<file path="src/rtl/eth_serial_tx_pkg.sv">
package eth_serial_tx_pkg;

    localparam logic [7:0]  PREAMBLE_BYTE = 8'h55;
    localparam logic [7:0]  DELIM_BYTE    = 8'hD5;
    localparam logic [31:0] CRC_REFL_POLY = 32'hEDB88320;
    localparam int          LEAD_BYTES    = 8;   // preamble plus delimiter
    localparam int          FCS_BITS      = 32;

    typedef enum logic [2:0] {
        SER_IDLE,
        SER_LEAD,
        SER_BODY,
        SER_PAD,
        SER_FCS
    } ser_state_e;

    typedef struct packed {
        logic       last;
        logic [7:0] data;
    } fifo_word_t;

    // One serial step of the reflected CRC-32
    function automatic logic [31:0] crc_step(input logic [31:0] c, input logic b);
        crc_step = (c[0] ^ b) ? ((c >> 1) ^ CRC_REFL_POLY) : (c >> 1);
    endfunction

endpackage

</file>
<file path="src/rtl/ethtx_fifo.sv">
module ethtx_fifo
    import eth_serial_tx_pkg::*;
#(
    parameter int DEPTH = 128
) (
    input  logic                       clk,
    input  logic                       rst,
    input  logic                       flush,
    input  logic                       wr_en,
    input  fifo_word_t                 wr_word,
    input  logic                       rd_en,
    output fifo_word_t                 rd_word,
    output logic [$clog2(DEPTH+1)-1:0] count,
    output logic                       full
);
    localparam int AW = $clog2(DEPTH);
    localparam int CW = $clog2(DEPTH + 1);

    fifo_word_t      mem [DEPTH];
    logic [AW-1:0]   wr_ptr;
    logic [AW-1:0]   rd_ptr;
    logic            do_wr;
    logic            do_rd;

    assign full    = (count == CW'(DEPTH));
    assign do_wr   = wr_en && !full && !flush;
    assign do_rd   = rd_en && (count != '0) && !flush;
    assign rd_word = mem[rd_ptr];

    function automatic logic [AW-1:0] bump(input logic [AW-1:0] p);
        bump = (p == AW'(DEPTH - 1)) ? '0 : p + 1'b1;
    endfunction

    always_ff @(posedge clk) begin
        if (do_wr) begin
            mem[wr_ptr] <= wr_word;
        end
    end

    always_ff @(posedge clk) begin
        if (rst || flush) begin
            wr_ptr <= '0;
            rd_ptr <= '0;
            count  <= '0;
        end else begin
            if (do_wr) wr_ptr <= bump(wr_ptr);
            if (do_rd) rd_ptr <= bump(rd_ptr);
            case ({do_wr, do_rd})
                2'b10:   count <= count + 1'b1;
                2'b01:   count <= count - 1'b1;
                default: count <= count;
            endcase
        end
    end

endmodule

</file>
<file path="src/rtl/ethtx_defer.sv">
module ethtx_defer #(
    parameter int GAP_BITS = 96
) (
    input  logic clk,
    input  logic rst,
    input  logic crs,
    input  logic busy,
    output logic gap_ok
);
    localparam int GW = $clog2(GAP_BITS + 1);

    logic [GW-1:0] quiet_cnt;

    always_ff @(posedge clk) begin
        if (rst || crs || busy) begin
            quiet_cnt <= '0;
        end else if (quiet_cnt != GW'(GAP_BITS)) begin
            quiet_cnt <= quiet_cnt + 1'b1;
        end
    end

    assign gap_ok = (quiet_cnt == GW'(GAP_BITS)) && !crs && !busy;

endmodule

</file>
<file path="src/rtl/ethtx_serializer.sv">
module ethtx_serializer
    import eth_serial_tx_pkg::*;
#(
    parameter int MIN_BODY = 60,
    parameter int MAX_BODY = 1514
) (
    input  logic       clk,
    input  logic       rst,
    input  logic       start,
    input  fifo_word_t head,
    input  logic       col,
    output logic       pop,
    output logic       abort,
    output logic       busy,
    output logic       tx_en,
    output logic       tx_d,
    output logic       done,
    output logic       col_pulse
);
    localparam int CNT_W = $clog2(MAX_BODY + 1);
    localparam int FW    = $clog2(FCS_BITS);

    ser_state_e       state;
    logic [2:0]       bit_idx;
    logic [CNT_W-1:0] byte_cnt;
    logic [7:0]       lead_byte;
    logic [31:0]      crc;
    logic [FW-1:0]    fcs_idx;
    logic             done_pend;
    logic             cur_bit;
    logic             byte_end;

    assign abort    = col && tx_en;
    assign byte_end = (bit_idx == 3'd7);
    assign pop      = (state == SER_BODY) && byte_end && !abort;
    assign busy     = (state != SER_IDLE) || tx_en;

    always_comb begin
        case (state)
            SER_LEAD: cur_bit = lead_byte[bit_idx];
            SER_BODY: cur_bit = head.data[bit_idx];
            SER_FCS:  cur_bit = ~crc[0];
            default:  cur_bit = 1'b0;
        endcase
    end

    always_ff @(posedge clk) begin
        if (rst) begin
            state     <= SER_IDLE;
            bit_idx   <= '0;
            byte_cnt  <= '0;
            lead_byte <= PREAMBLE_BYTE;
            crc       <= '1;
            fcs_idx   <= '0;
            done_pend <= 1'b0;
            tx_en     <= 1'b0;
            tx_d      <= 1'b0;
            done      <= 1'b0;
            col_pulse <= 1'b0;
        end else if (abort) begin
            state     <= SER_IDLE;
            tx_en     <= 1'b0;
            tx_d      <= 1'b0;
            done_pend <= 1'b0;
            done      <= 1'b0;
            col_pulse <= 1'b1;
        end else begin
            done      <= done_pend;
            done_pend <= 1'b0;
            col_pulse <= 1'b0;
            case (state)
                SER_IDLE: begin
                    tx_en <= 1'b0;
                    tx_d  <= 1'b0;
                    if (start) begin
                        state     <= SER_LEAD;
                        bit_idx   <= '0;
                        byte_cnt  <= '0;
                        lead_byte <= PREAMBLE_BYTE;
                        crc       <= '1;
                    end
                end
                SER_LEAD: begin
                    tx_en   <= 1'b1;
                    tx_d    <= cur_bit;
                    bit_idx <= bit_idx + 1'b1;
                    if (byte_end) begin
                        byte_cnt <= byte_cnt + 1'b1;
                        if (byte_cnt == CNT_W'(LEAD_BYTES - 2)) lead_byte <= DELIM_BYTE;
                        if (byte_cnt == CNT_W'(LEAD_BYTES - 1)) begin
                            state    <= SER_BODY;
                            byte_cnt <= '0;
                        end
                    end
                end
                SER_BODY: begin
                    tx_en   <= 1'b1;
                    tx_d    <= cur_bit;
                    crc     <= crc_step(crc, cur_bit);
                    bit_idx <= bit_idx + 1'b1;
                    if (byte_end) begin
                        byte_cnt <= byte_cnt + 1'b1;
                        if (head.last) begin
                            fcs_idx <= '0;
                            state   <= (byte_cnt < CNT_W'(MIN_BODY - 1)) ? SER_PAD : SER_FCS;
                        end
                    end
                end
                SER_PAD: begin
                    tx_en   <= 1'b1;
                    tx_d    <= 1'b0;
                    crc     <= crc_step(crc, 1'b0);
                    bit_idx <= bit_idx + 1'b1;
                    if (byte_end) begin
                        byte_cnt <= byte_cnt + 1'b1;
                        if (byte_cnt == CNT_W'(MIN_BODY - 1)) state <= SER_FCS;
                    end
                end
                SER_FCS: begin
                    tx_en   <= 1'b1;
                    tx_d    <= cur_bit;
                    crc     <= crc >> 1;
                    fcs_idx <= fcs_idx + 1'b1;
                    if (fcs_idx == FW'(FCS_BITS - 1)) begin
                        state     <= SER_IDLE;
                        done_pend <= 1'b1;
                    end
                end
                default: state <= SER_IDLE;
            endcase
        end
    end

endmodule

</file>
<file path="src/rtl/eth_serial_tx.sv">
module eth_serial_tx
    import eth_serial_tx_pkg::*;
#(
    parameter int FIFO_DEPTH  = 128,
    parameter int WINDOW_BITS = 512,
    parameter int IFG_BITS    = 96,
    parameter int MIN_BODY    = 60,
    parameter int MAX_BODY    = 1514
) (
    input  logic       clk,
    input  logic       rst,
    input  logic [7:0] s_data,
    input  logic       s_valid,
    input  logic       s_last,
    output logic       s_ready,
    input  logic       crs,
    input  logic       col,
    output logic       tx_en,
    output logic       tx_d,
    output logic       tx_done,
    output logic       tx_col
);
    localparam int THRESH_BYTES = WINDOW_BITS / 8;
    localparam int CW           = $clog2(FIFO_DEPTH + 1);

    logic          frame_closed;
    logic          dropping;
    logic          accept;
    logic          wr_en;
    logic          fifo_full;
    logic [CW-1:0] fifo_count;
    fifo_word_t    head;
    fifo_word_t    in_word;
    logic          pop;
    logic          abort;
    logic          busy;
    logic          gap_ok;
    logic          frame_ready;
    logic          start;

    assign s_ready     = dropping || (!frame_closed && !fifo_full);
    assign accept      = s_valid && s_ready;
    assign wr_en       = accept && !dropping;
    assign in_word     = '{last: s_last, data: s_data};
    assign frame_ready = frame_closed ? (fifo_count != '0)
                                      : (fifo_count >= CW'(THRESH_BYTES));
    assign start       = frame_ready && gap_ok;

    always_ff @(posedge clk) begin
        if (rst) begin
            frame_closed <= 1'b0;
            dropping     <= 1'b0;
        end else if (abort) begin
            frame_closed <= 1'b0;
            dropping     <= !frame_closed && !(accept && s_last);
        end else begin
            if (dropping && accept && s_last) dropping <= 1'b0;
            if (wr_en && s_last)              frame_closed <= 1'b1;
            else if (tx_done)                 frame_closed <= 1'b0;
        end
    end

    ethtx_fifo #(
        .DEPTH (FIFO_DEPTH)
    ) fifo_i (
        .clk     (clk),
        .rst     (rst),
        .flush   (abort),
        .wr_en   (wr_en),
        .wr_word (in_word),
        .rd_en   (pop),
        .rd_word (head),
        .count   (fifo_count),
        .full    (fifo_full)
    );

    ethtx_defer #(
        .GAP_BITS (IFG_BITS)
    ) defer_i (
        .clk    (clk),
        .rst    (rst),
        .crs    (crs),
        .busy   (busy),
        .gap_ok (gap_ok)
    );

    ethtx_serializer #(
        .MIN_BODY (MIN_BODY),
        .MAX_BODY (MAX_BODY)
    ) ser_i (
        .clk       (clk),
        .rst       (rst),
        .start     (start),
        .head      (head),
        .col       (col),
        .pop       (pop),
        .abort     (abort),
        .busy      (busy),
        .tx_en     (tx_en),
        .tx_d      (tx_d),
        .done      (tx_done),
        .col_pulse (tx_col)
    );

endmodule

</file>
<file path="config.mk">
export PLATFORM = sky130hd
export DESIGN_NAME = eth_serial_tx
export DESIGN_NICKNAME = d
export VERILOG_FILES = /design/src/rtl/eth_serial_tx_pkg.sv /design/src/rtl/ethtx_fifo.sv /design/src/rtl/ethtx_defer.sv /design/src/rtl/ethtx_serializer.sv /design/src/rtl/eth_serial_tx.sv
export SDC_FILE = /design/constraint.sdc
export NUM_CORES = 1
export LEC_CHECK = 0
export BUFFER_PORTS_ARGS = -buffer_cell sky130_fd_sc_hd__buf_2
export CORE_MARGIN = 5
export CORE_UTILIZATION = 44
export DETAILED_ROUTE_END_ITERATION = 8
export MAX_ROUTING_LAYER = met4
export PLACE_DENSITY = 0.7
export RECOVER_POWER = 50
export SETUP_SLACK_MARGIN = 0.02
export SKIP_LAST_GASP = 1
export SYNTH_ARGS = -nofsm -noshare
export SYNTH_HDL_FRONTEND = slang
export SYNTH_SLANG_ARGS = --single-unit
</file>
<file path="constraint.sdc">
create_clock -name clk -period 10.8 [get_ports clk]
set_input_delay 1.08 -clock clk [delete_from_list [all_inputs] [get_ports clk]]
set_output_delay 1.08 -clock clk [all_outputs]
set_load 0.02 [all_outputs]
</file>
==> metrics.yaml, run 1 <==
status: "finished, violations left"
failed_checks: "max-capacitance violations, max-slew violations"
vias_per_cell: 5.953
power_density_nw_per_um2: 173.9
ys.flop_type: "edfxtp_1"
finalCriticalPeriod_ps: 6014
port_buffers: 18
dieArea_um2: 121200
row_count: 124
die_w_um: 348.1
wl_met3_um: 12300
ir_worst_vdd_mv: 0.1460
fp.dieH_um: 348.1
path_cells: "clkbuf_1 -> clkbuf_1"
totalNegativeSetupSlack_ps: 0
wl_met2_um: 54730
synthesis.area_um2: 50310
max_stage_delay_ps: 3180
power_w: 0.009623
fp.coreArea_um2: 113900
grt_pass1_vias: 25570
cts_tree: "built"
clockRootBuffer: "clkbuf_16"
dp.cells: 4260
worst_path_most_repeated_cell: "clkbuf_1"
yosysSeqAreaShare_pct: 72.66
holdWs_ps: 429.8
critPathKind: "primary input to flip-flop"
synth_edf_count: 1152
io_pins: 19
ant_nets: 0
crit_slowest_cell: "clkbuf_1"
yosysTopAreaCellShare_pct: 68.76
cts-hold-fix-buffers: 0
grt_pass1_wl_um: 175800
synth_cells: 2834
path_buf_inv: 2
start_kind: "primary input"
met1_length_um: 48320
post_cts_buffers: 0
maxCapViolCount: 19
totalWireLength_um: 118800
cts_made_buffers: 121
drcViolationCount: 0
end_kind: "flip-flop"
synth_area_leaders: "edfxtp_1 69%, mux4_2 7.4%, mux2i_1 4.5%"
dpl.hpwl_um: 72070
synth_area_leader_cell: "edfxtp_1"
firstDrtPassIters: 6
yosysWarnings: 0
antenna_found_initial: 2
rsz0062_at_grt: "no"
worst_slew_pin_slew_ps: 4414
finalHoldViolCount: 0
gp_congestion: 0.8569
drive_above_1_share_pct: 14.16
arrival_ps: 5890
overflow: 0
highest_layer: "met4"
clock_skew_ps: 35.16
clock_sinks: 1250
synth_nets: 2868
async_flop_share_pct: 0
start_util_pct: 44.18
slew_headroom_pct: -194.3
critPathMaxFanout: 88
syn_avg_cell_area_um2: 17.75
stdcell_count: 4486
synth.distinct_cells: 87
cts.reportedPaths.clkPinSlew_ps: 60
grt_max_degree: 105
crit_required_ps: 10670
vias: 26700
worstHoldPathType: "flip-flop to flip-flop"
ctsResizeCount: 0
p_leak_nw: 16.98
fin_crit_sh_pct: 55.68
min-delay-start: "ser_i.done_pend$_SDFF_PP0_"
wl_per_cell_um: 26.48
nNetsFinal: 2905
n_fill_cell: 9272
htree_levels: 3
grt_use_total_pct: 19.89
cp-startpoint: "s_data[0]"
insertion_delay_ps: 730
clock.fmax_mhz: 166.3
slew_viol_final: 1228
clk_path_buf_depth: 3
area_growth_pct: 10.01
crit_family: "buffers and inverters"
synth-seq-cells: 1250
drt_iter0_markers: 3417
setup_violations: 0
[synth_stat cells, types with 7 or more instances]
library cell  count
o221ai_1         10
mux2_2            7
and3_1           18
nand4_1           8
buf_8             7
a21oi_1          72
ha_1             19
buf_12           11
mux4_1           29
nor2_1          278
nand3_1          55
nor4_1           13
buf_2            22
dfxtp_1          98
mux2i_1         225
nor2b_1          20
a211oi_2          7
buf_4            23
and2_1            9
o21ai_0          38
buf_6            37
nand2_1          85
o21bai_1         22
nand2b_1         15
clkbuf_1         45
xnor2_1          12
a211oi_1         11
a22oi_1          40
nor3_1           63
a221oi_1          8
mux4_2          166
o22ai_1          46
xor2_1           17
edfxtp_1       1152
inv_1            29
[power by group]
group / leakage [nW] / total, W / switching [W] / internal [W]
Clock: 1.92 / 0.00419 / 0.00181 / 0.00238
Sequential: 11.2 / 0.00530 / 0.00000513 / 0.00530
Combinational: 3.91 / 0.000129 / 0.000112 / 0.0000175
[final cells by class]
type	instances	area [µm²]	area share, %
multi-input cells	1403	12430	22.45
flip-flops and latches	1250	36570	66.08
repair buffers	64	401.6	0.7257
clock buffers	152	3227	5.830
clock inverters	73	706.9	1.277
well taps	1512	1892	3.418
diodes	1	2.502	0.004522
inverters	31	116.4	0.2103
[cells by family after synthesis]
| logic type | after synthesis | synth area share [%] |
|---|---|---|
| xor gates and xnor gates | 29 | 0.5049 |
| DFF | 1250 | 72.66 |
| AOI/OAI and AO/OA | 318 | 4.370 |
| and+or+nand+nor | 609 | 5.710 |
| adders and majority gates | 20 | 0.5124 |
| buffers and inverters | 181 | 2.659 |
| muxes | 427 | 13.58 |
[layout by cell type (no fill, tap or decap), drive strengths merged, types with 6 or more instances in the layout]
cell type	synthesis	routed
mux2	7	7
ha	19	19
o221ai	10	10
xor2	17	17
buf	102	39
nand4b	8	8
inv	31	35
nor3	63	63
a2111oi	6	6
dfxtp	98	98
clkinv	0	56
nor4	14	14
a21oi	73	73
xnor2	12	12
o21bai	22	22
o21ai	41	41
and3	18	18
nor3b	6	6
bufinv	0	11
nor2	278	278
nand2	85	85
mux4	195	195
nor2b	20	20
and2	10	10
edfxtp	1152	1152
a211oi	18	18
a31oi	6	6
nand3	57	57
nand2b	16	16
or3	6	6
or2	7	7
a22oi	40	40
mux2i	225	225
clkbuf	48	177
o22ai	46	46
nand4	9	9
a221oi	12	12
[metrics by stage]
| step | cell area (µm²) | setup WS, ps | util, % |
|---|---|---|---|
| finish | 55340 | 4786 | 48.60 |
| global route | 55340 | 4540 | 48.60 |
| CTS | 55430 | 5163 | 48.67 |
| detailed placement | 51490 | 5234 | 45.22 |
| global placement | 51490 | 5242 | 45.22 |
| floorplan | 50310 | 6823 | - |
[worst paths after layout]
check / endpoint / slack, ps / cells past startpoint
min reg2reg: ser_i.done$_SDFF_PP0_ / 430 / 1
min: ser_i.done$_SDFF_PP0_ / 430 / 1
max: fifo_i.mem[75][0]$_DFFE_PP_ / 4790 / 2
max reg2reg: ser_i.crc[20]$_SDFFE_PP1P_ / 5260 / 11
[state kept, by name, summed over array words and instances (netlist names), 3 cells and up, named ones only]
register	cells
ser_i.bit_idx	3
fifo_i.mem	1152
ser_i.state	3
fifo_i.rd_ptr	7
ser_i.byte_cnt	11
ser_i.fcs_idx	5
fifo_i.count	8
ser_i.crc	32
fifo_i.wr_ptr	7
defer_i.quiet_cnt	7
[per-layer routing]
metal  global-route usage, %  vias up
li1                        -    11400
met1                   28.16    13580
met2                   29.52     1507
met3                   4.021      220
met4                   5.906        0
met5                       -        -
Power figures use the tool's default switching activity.
==> inputs of run 2 (changes only) <==
==> constraint.sdc (replaced) <==
create_clock -name clk -period 5.68 [get_ports clk]
set_input_delay 0.568 -clock clk [delete_from_list [all_inputs] [get_ports clk]]
set_output_delay 0.568 -clock clk [all_outputs]
set_load 0.02 [all_outputs]
==> metrics.yaml, run 2 (synthesis results as in run 1) <==
clockRootBuffer: "clkbuf_16"  # unchanged
drcViolationCount: 0  # unchanged
cts_made_buffers: 120  # was 121
vias_per_cell: 5.915  # was 5.953
maxCapViolCount: 17  # was 19
power_w: 0.01818  # was 0.009623 W
grt_max_degree: 81  # was 105
dieArea_um2: 121200  # unchanged
cts.reportedPaths.clkPinSlew_ps: 60  # about the same
top_regs: "fifo_i.mem x1152, ser_i.crc x32, ser_i.byte_cnt x11"  # unchanged
n_fill_cell: 9314  # was 9272
io_pins: 19  # unchanged
vias: 26720  # was 26700
critPathMaxFanout: 24  # was 88
dpl_cell_area_um2: 51870  # was 51490 µm²
arrival_ps: 5680  # was 5890 ps
max_stage_delay_ps: 1300  # was 3180 ps
path_buf_inv: 1  # was 2
crit_slowest_cell: "dfxtp_1"  # was clkbuf_1
drive_above_1_share_pct: 15.71  # was 14.16%
cts-hold-fix-buffers: 0  # unchanged
fp.coreArea_um2: 113900  # unchanged
path_cells: "inv_1 -> or2_0 -> o41ai_1 -> nor4b_1 -> a32oi_1 -> nand4_1 -> or3b_4 -> a21oi_2 -> nor3_1 -> a221oi_1"  # was clkbuf_1 -> clkbuf_1
slew_headroom_pct: -187.5  # was -194.3%
clock_sinks: 1250  # unchanged
worstHoldPathType: "primary input to flip-flop"  # was flip-flop to flip-flop
critPathKind: "flip-flop to flip-flop"  # was primary input to flip-flop
gp_congestion: 0.8594  # was 0.8569
totalWireLength_um: 120400  # was 118800 µm
antenna_found_initial: 0  # was 2
area_growth_pct: 10.66  # was 10.01%
post_cts_buffers: 0  # unchanged
firstDrtPassIters: 6  # unchanged
grt_pass1_wl_um: 177800  # was 175800 µm
htree_levels: 3  # unchanged
setup_violations: 0  # unchanged
row_count: 124  # unchanged
status: "finished, violations left"  # unchanged
port_buffers: 18  # unchanged
ir_worst_vdd_mv: 0.2882  # was 0.1460 mV
drt_iter0_markers: 3446  # was 3417
worst_slew_pin_slew_ps: 4312  # was 4414 ps
stdcell_count: 4517  # was 4486
fp.dieH_um: 348.1  # unchanged
wl_per_cell_um: 26.65  # was 26.48 µm
final_common_cell: "edfxtp_1"  # unchanged
start_kind: "flip-flop"  # was primary input
finalInstanceArea_um2: 55670  # was 55340 µm²
nNetsFinal: 2934  # was 2905
clock.fmax_mhz: 196.7
dpl.hpwl_um: 73890  # was 72070 µm
clock_skew_ps: 18.69  # was 35.16 ps
diodes: 0  # was 1
crit_required_ps: 6270  # was 10670 ps
final_cell_mix: "1152 x edfxtp_1, 277 x nor2_1, 225 x mux2i_1"  # unchanged
reg2reg_slack_ps: 600  # was 5260 ps
overflow: 0  # unchanged
end_kind: "flip-flop"  # unchanged
holdWs_ps: 261.4  # was 429.8 ps
power_density_nw_per_um2: 326.5  # was 173.9 nW/µm²
slew_viol_final: 1006  # was 1228
totalNegativeSetupSlack_ps: 0  # unchanged
finalCriticalPeriod_ps: 5084
ant_nets: 0  # unchanged
failed_checks: "max-capacitance violations, max-slew violations"  # unchanged
die_w_um: 348.1  # unchanged
crit_family: "simple AND/OR/NAND/NOR gates"  # was buffers and inverters
dp.cells: 4290  # was 4260
grt_pass1_vias: 26220  # was 25570
regMostFlops: "fifo_i.mem"  # unchanged
start_util_pct: 44.18  # unchanged
rsz0062_at_grt: "no"  # unchanged
ctsResizeCount: 0  # unchanged
largest_reg_flops: 1152  # unchanged
finalHoldViolCount: 0  # unchanged
fin_crit_sh_pct: 89.51
p_leak_nw: 17.19  # was 16.98 nW
grt_use_total_pct: 20.20  # was 19.89%
cts_tree: "built"  # unchanged
clk_path_buf_depth: 3  # unchanged
insertion_delay_ps: 700  # was 730 ps
run 2: cell types whose count changed in the layout (fill, tap and decap cells not counted), sizes merged:
cell,change
buf,+30
bufinv,-1
clkbuf,-3
clkinv,+1
clkinvlp,+3
diode,-1
inv,+2
run 2: through the flow:
step                      setup slack [ps]  utilization (%)
after CTS                            791.4            48.95
after global placement               833.9            45.55
final                                595.9            48.88
after detailed placement             762.4            45.55
after global routing                 360.6            48.88
after floorplan                       2215                -
run 2: tightest hold or removal path, stage by stage:
cell and delay, ps:
buf_2 110, a311oi_1 80, a21oi_1 120, nor2_1 40
run 2: path summary, 6_finish.rpt:
path,startpoint,to,depth (start not counted)
hold reg to reg,ser_i.done_pend$_SDFF_PP0_,ser_i.done$_SDFF_PP0_,1
hold / removal,s_valid,dropping$_SDFFE_PP0P_,4
setup reg to reg,ser_i.bit_idx[2]$_SDFFE_PP0P_,ser_i.crc[20]$_SDFFE_PP1P_,10
setup / recovery,ser_i.bit_idx[2]$_SDFFE_PP0P_,ser_i.crc[20]$_SDFFE_PP1P_,10
run 2: layout make-up:
| class | count | area [µm²] | area share [%] |
|---|---|---|---|
| multi-input combinational | 1403 | 12430 | 22.32 |
| clock inverter | 78 | 704.4 | 1.265 |
| clock buffer | 149 | 3173 | 5.700 |
| timing repair buffer | 94 | 787.0 | 1.414 |
| tap | 1512 | 1892 | 3.398 |
| inverter | 31 | 116.4 | 0.2090 |
| sequential | 1250 | 36570 | 65.69 |
run 2: power by group:
group	switching (W)	total, W	internal (W)
logic	0.000214	0.000246	0.0000322
clock network	0.00342	0.00785	0.00443
registers	0.0000100	0.0101	0.0101
run 2: per-layer routing:
metal / GRT usage [%] / routed length (µm) / vias up
met5: - / 0 / -
li1: - / - / 11480
met4: 5.773 / 3733 / 0
met3: 4.788 / 11870 / 222
met2: 30.01 / 55480 / 1316
met1: 28.17 / 49300 / 13700
